$ cat src/rtl/fli_pkg.sv
package fli_pkg;
   localparam int SRC_N = 4;

   typedef enum int {
      SRC_WR_LOW   = 0,
      SRC_RD_HIGH  = 1,
      SRC_WR_EMPTY = 2,
      SRC_RD_FULL  = 3
   } src_idx_e;

   function automatic int occ_width(input int depth);
      return $clog2(depth + 1);
   endfunction
endpackage

$ cat src/rtl/fli_level_detect.sv
module fli_level_detect #(
   parameter int WR_DEPTH = 64,
   parameter int RD_DEPTH = 128,
   localparam int WOCC_W  = fli_pkg::occ_width(WR_DEPTH),
   localparam int ROCC_W  = fli_pkg::occ_width(RD_DEPTH)
) (
   input  logic [WOCC_W-1:0]        wr_occ,
   input  logic [ROCC_W-1:0]        rd_occ,
   output logic [fli_pkg::SRC_N-1:0] cond
);
   localparam logic [WOCC_W-1:0] WR_HALF_LVL = WOCC_W'(WR_DEPTH / 2);
   localparam logic [ROCC_W-1:0] RD_HALF_LVL = ROCC_W'(RD_DEPTH / 2);
   localparam logic [ROCC_W-1:0] RD_FULL_LVL = ROCC_W'(RD_DEPTH);

   always_comb begin
      cond                        = '0;
      cond[fli_pkg::SRC_WR_LOW]   = (wr_occ < WR_HALF_LVL);
      cond[fli_pkg::SRC_RD_HIGH]  = (rd_occ > RD_HALF_LVL);
      cond[fli_pkg::SRC_WR_EMPTY] = (wr_occ == '0);
      cond[fli_pkg::SRC_RD_FULL]  = (rd_occ == RD_FULL_LVL);
   end
endmodule

$ cat src/rtl/fli_tow_status.sv
module fli_tow_status #(
   parameter int N = 4
) (
   input  logic         clk,
   input  logic         rst_n,
   input  logic [N-1:0] set_i,
   input  logic         tog_we,
   input  logic [N-1:0] tog_bits,
   output logic [N-1:0] stat_q
);
   for (genvar i = 0; i < N; i++) begin : g_bit
      logic bit_q;
      always_ff @(posedge clk or negedge rst_n) begin
         if (!rst_n) begin
            bit_q <= 1'b0;
         end else if (set_i[i]) begin
            bit_q <= 1'b1;
         end else if (tog_we && tog_bits[i]) begin
            bit_q <= ~bit_q;
         end
      end
      assign stat_q[i] = bit_q;
   end
endmodule

$ cat src/rtl/fli_ctrl_reg.sv
module fli_ctrl_reg #(
   parameter int                 DATA_W = 32,
   parameter logic [DATA_W-1:0]  WMASK  = '1
) (
   input  logic              clk,
   input  logic              rst_n,
   input  logic              we,
   input  logic [DATA_W-1:0] wdata,
   output logic [DATA_W-1:0] q
);
   always_ff @(posedge clk or negedge rst_n) begin
      if (!rst_n) begin
         q <= '0;
      end else if (we) begin
         q <= wdata & WMASK;
      end
   end
endmodule

$ cat src/rtl/fifo_level_irq.sv
module fifo_level_irq #(
   parameter int                WR_DEPTH = 64,
   parameter int                RD_DEPTH = 128,
   parameter int                DATA_W   = 32,
   parameter int                ADDR_W   = 9,
   parameter int                GIE_BIT  = 31,
   parameter logic [ADDR_W-1:0] GIE_OFS  = 'h01C,
   parameter logic [ADDR_W-1:0] STAT_OFS = 'h020,
   parameter logic [ADDR_W-1:0] EN_OFS   = 'h028,
   localparam int               WOCC_W   = fli_pkg::occ_width(WR_DEPTH),
   localparam int               ROCC_W   = fli_pkg::occ_width(RD_DEPTH)
) (
   input  logic              clk,
   input  logic              rst_n,
   input  logic [WOCC_W-1:0] wr_occ,
   input  logic [ROCC_W-1:0] rd_occ,
   input  logic              reg_wr_en,
   input  logic              reg_rd_en,
   input  logic [ADDR_W-1:0] reg_addr,
   input  logic [DATA_W-1:0] reg_wdata,
   output logic [DATA_W-1:0] reg_rdata,
   output logic              irq
);
   localparam int                SRC_N    = fli_pkg::SRC_N;
   localparam logic [DATA_W-1:0] EN_MASK  = DATA_W'((1 << SRC_N) - 1);
   localparam logic [DATA_W-1:0] GIE_MASK = DATA_W'(1) << GIE_BIT;

   // elaboration-time parameter checks
   if (WR_DEPTH < 2 || RD_DEPTH < 2) begin : g_bad_depth
      $error("fifo_level_irq: FIFO depths must be at least 2");
   end
   if (GIE_BIT >= DATA_W || SRC_N > DATA_W || GIE_BIT < SRC_N) begin : g_bad_bits
      $error("fifo_level_irq: bit positions do not fit the data width");
   end
   if (GIE_OFS == STAT_OFS || GIE_OFS == EN_OFS || STAT_OFS == EN_OFS) begin : g_bad_map
      $error("fifo_level_irq: register offsets must be distinct");
   end
   if (GIE_OFS[1:0] != 2'b00 || STAT_OFS[1:0] != 2'b00 || EN_OFS[1:0] != 2'b00) begin : g_bad_align
      $error("fifo_level_irq: register offsets must be word aligned");
   end

   logic [SRC_N-1:0]  src_cond;
   logic [SRC_N-1:0]  stat_q;
   logic [SRC_N-1:0]  stat_tog_bits;
   logic [SRC_N-1:0]  en_act;
   logic [DATA_W-1:0] en_q;
   logic [DATA_W-1:0] gie_q;
   logic              gie_act;
   logic              stat_tog_we;
   logic              en_we;
   logic              gie_we;

   // write decode
   assign stat_tog_we   = reg_wr_en && (reg_addr == STAT_OFS);
   assign en_we         = reg_wr_en && (reg_addr == EN_OFS);
   assign gie_we        = reg_wr_en && (reg_addr == GIE_OFS);
   assign stat_tog_bits = reg_wdata[SRC_N-1:0];

   fli_level_detect #(
      .WR_DEPTH(WR_DEPTH),
      .RD_DEPTH(RD_DEPTH)
   ) u_detect (
      .wr_occ(wr_occ),
      .rd_occ(rd_occ),
      .cond  (src_cond)
   );

   fli_tow_status #(
      .N(SRC_N)
   ) u_status (
      .clk     (clk),
      .rst_n   (rst_n),
      .set_i   (src_cond),
      .tog_we  (stat_tog_we),
      .tog_bits(stat_tog_bits),
      .stat_q  (stat_q)
   );

   fli_ctrl_reg #(
      .DATA_W(DATA_W),
      .WMASK (EN_MASK)
   ) u_enable (
      .clk  (clk),
      .rst_n(rst_n),
      .we   (en_we),
      .wdata(reg_wdata),
      .q    (en_q)
   );

   fli_ctrl_reg #(
      .DATA_W(DATA_W),
      .WMASK (GIE_MASK)
   ) u_global (
      .clk  (clk),
      .rst_n(rst_n),
      .we   (gie_we),
      .wdata(reg_wdata),
      .q    (gie_q)
   );

   assign en_act  = en_q[SRC_N-1:0];
   assign gie_act = gie_q[GIE_BIT];
   assign irq     = gie_act && (|(stat_q & en_act));

   // read mux, same-cycle data
   always_comb begin
      reg_rdata = '0;
      if (reg_rd_en) begin
         if (reg_addr == GIE_OFS) begin
            reg_rdata = gie_q;
         end else if (reg_addr == STAT_OFS) begin
            reg_rdata = DATA_W'(stat_q);
         end else if (reg_addr == EN_OFS) begin
            reg_rdata = en_q;
         end
      end
   end
endmodule

$ cat config.mk
export PLATFORM = sky130hd
export DESIGN_NAME = fifo_level_irq
export DESIGN_NICKNAME = d
export VERILOG_FILES = /design/src/rtl/fli_pkg.sv /design/src/rtl/fli_level_detect.sv /design/src/rtl/fli_tow_status.sv /design/src/rtl/fli_ctrl_reg.sv /design/src/rtl/fifo_level_irq.sv
export SDC_FILE = /design/constraint.sdc
export NUM_CORES = 1
export LEC_CHECK = 0
export CORE_MARGIN = 2
export CORE_UTILIZATION = 30
export CTS_BUF_LIST = sky130_fd_sc_hd__clkbuf_4 sky130_fd_sc_hd__clkbuf_8 sky130_fd_sc_hd__clkbuf_16
export CTS_CLUSTER_SIZE = 20
export DETAILED_ROUTE_END_ITERATION = 8
export HOLD_SLACK_MARGIN = 0.1
export PLACE_DENSITY_LB_ADDON = 0.1
export SETUP_SLACK_MARGIN = 0.02
export SLEW_MARGIN = 20
export SYNTH_ARGS = -nofsm -noshare
export SYNTH_HDL_FRONTEND = slang
export SYNTH_SLANG_ARGS = --single-unit
$ cat constraint.sdc
create_clock -name clk -period 6.1 [get_ports clk]
set_input_delay 1.83 -clock clk [delete_from_list [all_inputs] [get_ports clk]]
set_output_delay 1.83 -clock clk [all_outputs]
set_load 0.02 [all_outputs]
# Yosys cells after proc, flatten, opt, wreduce, memory -nomap -nowiden
# Index checks and enable logic that the tools add are counted.
dict set report word_totals {
  ff_bits 9
  input_bits 60
  out_inout_bits 33
}
dict set report op_classes {
  order_cmp 2
  n_eq_ne 4
  n_mux 12
  bitwise 5
  reduce_logical 14
}
# operator count
set ops {}
lappend ops {{32-bit two-way mux} 2}
lappend ops {{9-bit by 6-bit == test with 1-bit output, second input constant} 2}
lappend ops {{9-bit by 5-bit == test with 1-bit output, second input constant} 1}
lappend ops {{8-bit == test, second input constant} 1}
lappend ops {{8-bit by 7-bit greater-than comparator with 1-bit output, second input constant} 1}
lappend ops {{1-bit logical AND} 8}
lappend ops {{1-bit two-way mux} 8}
lappend ops {{4-bit two-way mux} 2}
lappend ops {{2-bit nonzero test} 4}
lappend ops {{7-bit zero test} 1}
lappend ops {{7-bit by 6-bit < comparator with 1-bit output, second input constant} 1}
lappend ops {{4-bit AND} 1}
lappend ops {{1-bit inverter} 4}
lappend ops {{4-bit OR reduction} 1}

# Longest topological paths before layout
dict set report logic_depth {
  ltp_word 5
  depth_mapped 4
  ltp_nobuf 3
}

# By module
# A second synthesis with hierarchy kept.
dict set report unflattened {
  hier_cells 195
  hier_area_um2 1542.7
}
# mod instances cells_per_inst area_per_inst_um2
set modules_own_cells {}
lappend modules_own_cells {fifo_level_irq 1 95 644.4}
lappend modules_own_cells {{fli_ctrl_reg at u_enable} 1 37 359.1}
lappend modules_own_cells {{fli_ctrl_reg at u_global} 1 34 276.5}
lappend modules_own_cells {fli_tow_status 1 20 205.2}
lappend modules_own_cells {fli_level_detect 1 9 57.6}

# Worst setup path before layout
# No wires, ideal clock.
dict set report synth_timing {
  kind {input port to output port}
  startpoint {input reg_addr[2]}
  endpoint {output reg_rdata[0]}
  t_arrival_ps 3291
  t_required_ps 4270
  slack_ps 979
  stages 4
  path_buffers 1
  path_cell_list {or4b_1 buf_2 or3b_2 nor2_1}
}
dict set report synth_via {
  elab_chain_len 5
  word_cells_on_any_way 7
}
# item line_no
set synth_lines {}
lappend synth_lines {{start, declared} fifo_level_irq.sv:19} ;# input logic [ADDR_W-1:0] reg_addr,
lappend synth_lines {{9-bit by 6-bit == test with 1-bit output} fifo_level_irq.sv:113} ;# end else if (reg_addr == EN_OFS) begin
lappend synth_lines {{4-bit two-way mux} fifo_level_irq.sv:113}
lappend synth_lines {{4-bit two-way mux} fifo_level_irq.sv:111} ;# end else if (reg_addr == STAT_OFS) begin
lappend synth_lines {{32-bit two-way mux (*)} fifo_level_irq.sv:109} ;# if (reg_addr == GIE_OFS) begin
lappend synth_lines {{32-bit two-way mux (*)} fifo_level_irq.sv:108} ;# if (reg_rd_en) begin
lappend synth_lines {{end, declared} fifo_level_irq.sv:21} ;# output logic [DATA_W-1:0] reg_rdata,
# Every way passes the cells marked *; elsewhere a longest branch is shown, timed or not.

# Final worst setup path
dict set report layout_timing {
  startpoint {input reg_addr[2]}
  endpoint {output reg_rdata[3]}
}
# Same word-level chain as after synthesis.

==> impl_metrics.ini <==
[setup_path]
start_kind = input port
crit_required_ns = 4.27
path_class = input port to output port
endpoint_kind = output port
crit_fanout = 4
reg2regPathDepth = 3
critPathArrivalTime_ns = 4.08

[cells_and_area]
nets = 194
diodes = 0
final_common_cell = clkdlybuf4s50_1
post-route-util_pct = 44.1
final_cells = 164
syn2layout_area_growth_pct = 39.8
mostFrequentLayoutCells = clkdlybuf4s50_1 (38), conb_1 (27), dfrtp_1 (9)
fin_area_sq_um = 1200
drive_gt1_share_pct = 11.3

[synthesis]
synth_largest_area_cell = dfrtp_1
synth_cells = 94
netlist_area_sq_um = 862
synthDominantCellAreaShare_pct = 26.1
yosys-top-cells-area = dfrtp_1 (26%), buf_4 (24%), mux2_2 (7.8%), mux2i_1 (7.0%), nor4_1 (4.4%)
ys_ff_latch = 9
ys_seq_area_share_pct = 26.1
synth_cell_types = 26
syn_area_per_cell_sq_um = 9.17
ys_warn_count = 0

[job]
drv_cap = 0

[global_route]
overflow = 0
grt_pass1_vias = 732
grt_pass1_wl_um = 3340
antenna_found_initial = 0
grt_max_degree = 13
grtUsageTotal_pct = 13.0

[detailed_routing]
detail_route.wl_per_cell_um = 11.8
viasPerCell = 4.51
ant_nets = 0
drt_iter0_markers = 5
route.detailed.drc = 0
vias = 739
dr.pass1.iters = 4
wirelength_um = 1930

[pwr]
p_per_area_nw_per_um2 = 141
peakVddDrop_uv = 112
power_mw = 0.170
power.leakage_nw = 0.484

[clocking]
clkSinkCount = 9
root_buffer = clkbuf_4
h-tree-depth = 1
cts_resized = 0
cts_tree = yes
cts_hold_repair.buffers = 0
clk_latency_ns = 0.26
cts_buffer_depth = 2
cts_buffers = 3
clk_pin_slew_ns = 0.06
cts_setup_buffers = 0

[floorplanning]
ios = 93
rows = 19
start_util_pct = 31.5
dieArea_sq_um = 3320
fp.dieW_um = 57.6
core_area_sq_um = 2730
die_h_um = 57.6

[worst_hold_path]
hold_class = register to register
holdPathStages = 1

[place]
pre_cts_slack_ns = 0.194
placed_area_sq_um = 1170
place.gp.congestion = 0.697
post-dp-hpwl_um = 1630
io_buffers = 38
place_inst = 160

[timing]
finalClockSkew_ns = 0
fin_ws_ns = 0.187
rsz0062_at_grt = no
finalCritPeriodShare_pct = 96.9
fin_tns_setup_ns = 0
timing.final.max_slew_violations = 0
holdWs_ns = 0.540
fmax_ghz = 0.169
finalHoldViolCount = 0
layout_min_cycle_time_ns = 5.91
setup_viol = 0

[outcome]
status = finished, final reports clean
==> worst paths after layout <==
kind | start | to | slack [ns]
max in group asynchronous | rst_n | u_enable.q[1] | 3.92
worst min-delay path | u_enable.q[0] | u_enable.q[0] | 0.54
worst max register to register | u_status.g_bit[1].bit_q | u_status.g_bit[1].bit_q | 4.70
worst max-delay path | reg_addr[2] | reg_rdata[3] | 0.19
worst min register to register | u_enable.q[0] | u_enable.q[0] | 0.54
min in group asynchronous | rst_n | u_status.g_bit[1].bit_q | 1.87
==> routing by layer <==
| metal | GRT usage [%] | vias to the layer above | routed length [um] |
|---|---|---|---|
| li1 | - | 368 | - |
| met5 | 0 | - | 0 |
| met3 | 2.95 | 2 | 189 |
| met4 | 4.98 | 0 | 24 |
| met1 | 16.7 | 329 | 784 |
| met2 | 21.1 | 40 | 930 |
==> sequential cells by signal, indices dropped and copies added, names as in the netlist <==
register              flops
u_enable.q                4
u_status.g_bit.bit_q      4
u_global.q                1
==> kinds of logic (layout without fill, tap and decap cells) <==
| group | after synthesis | count (layout) | share of synthesized area (%) |
|---|---|---|---|
| AND/OR/NAND/NOR | 30 | 30 | 24.2 |
| multiplexers | 12 | 12 | 14.8 |
| other | 1 | 27 | 0.435 |
| AO/OA/AOI/OAI | 11 | 11 | 9.00 |
| flip-flops | 9 | 9 | 26.1 |
| buffers and inverters | 31 | 44 | 25.4 |
==> synthesized netlist by cell type <==
cell / count
buf_4: 27
dfrtp_1: 9
mux2_2: 6
mux2i_1: 6
nor4_1: 6
nor2_1: 5
nand2b_1: 4
a21boi_0: 3
clkbuf_1: 3
nor4b_1: 3
a21oi_1: 2
a22oi_1: 2
nand3_1: 2
nor3_1: 2
or3b_2: 2
or4b_1: 2
buf_2: 1
conb_1: 1
nand2_1: 1
nand4b_1: 1
nor4b_4: 1
o21ai_0: 1
o21bai_1: 1
o2bb2ai_1: 1
o41ai_1: 1
or4_1: 1
==> layout make-up <==
cell class | instances | area [sq um]
Timing Repair Buffer | 40 | 395
Tap cell | 31 | 38.8
Multi-Input combinational cell | 80 | 515
Sequential cell | 9 | 225
Clock buffer | 4 | 30.0
Fill cell | 277 | 1530
==> power by group <==
group / total [mW] / internal, mW / leakage [nW] / switching, mW
clock network: 0.0507 / 0.0297 / 0.0184 / 0.0210
registers: 0.0664 / 0.0630 / 0.113 / 0.00338
logic: 0.0534 / 0.0260 / 0.353 / 0.0274
total: 0.170 / 0.119 / 0.484 / 0.0518
==> worst max-delay path, cell delays in order <==
cell and delay (ns):
clkdlybuf4s50_1 0.45, or4b_1 0.55, or3b_2 0.51, nor2_1 0.13, clkdlybuf4s50_1 0.61
Power figures use the tool's default switching activity.
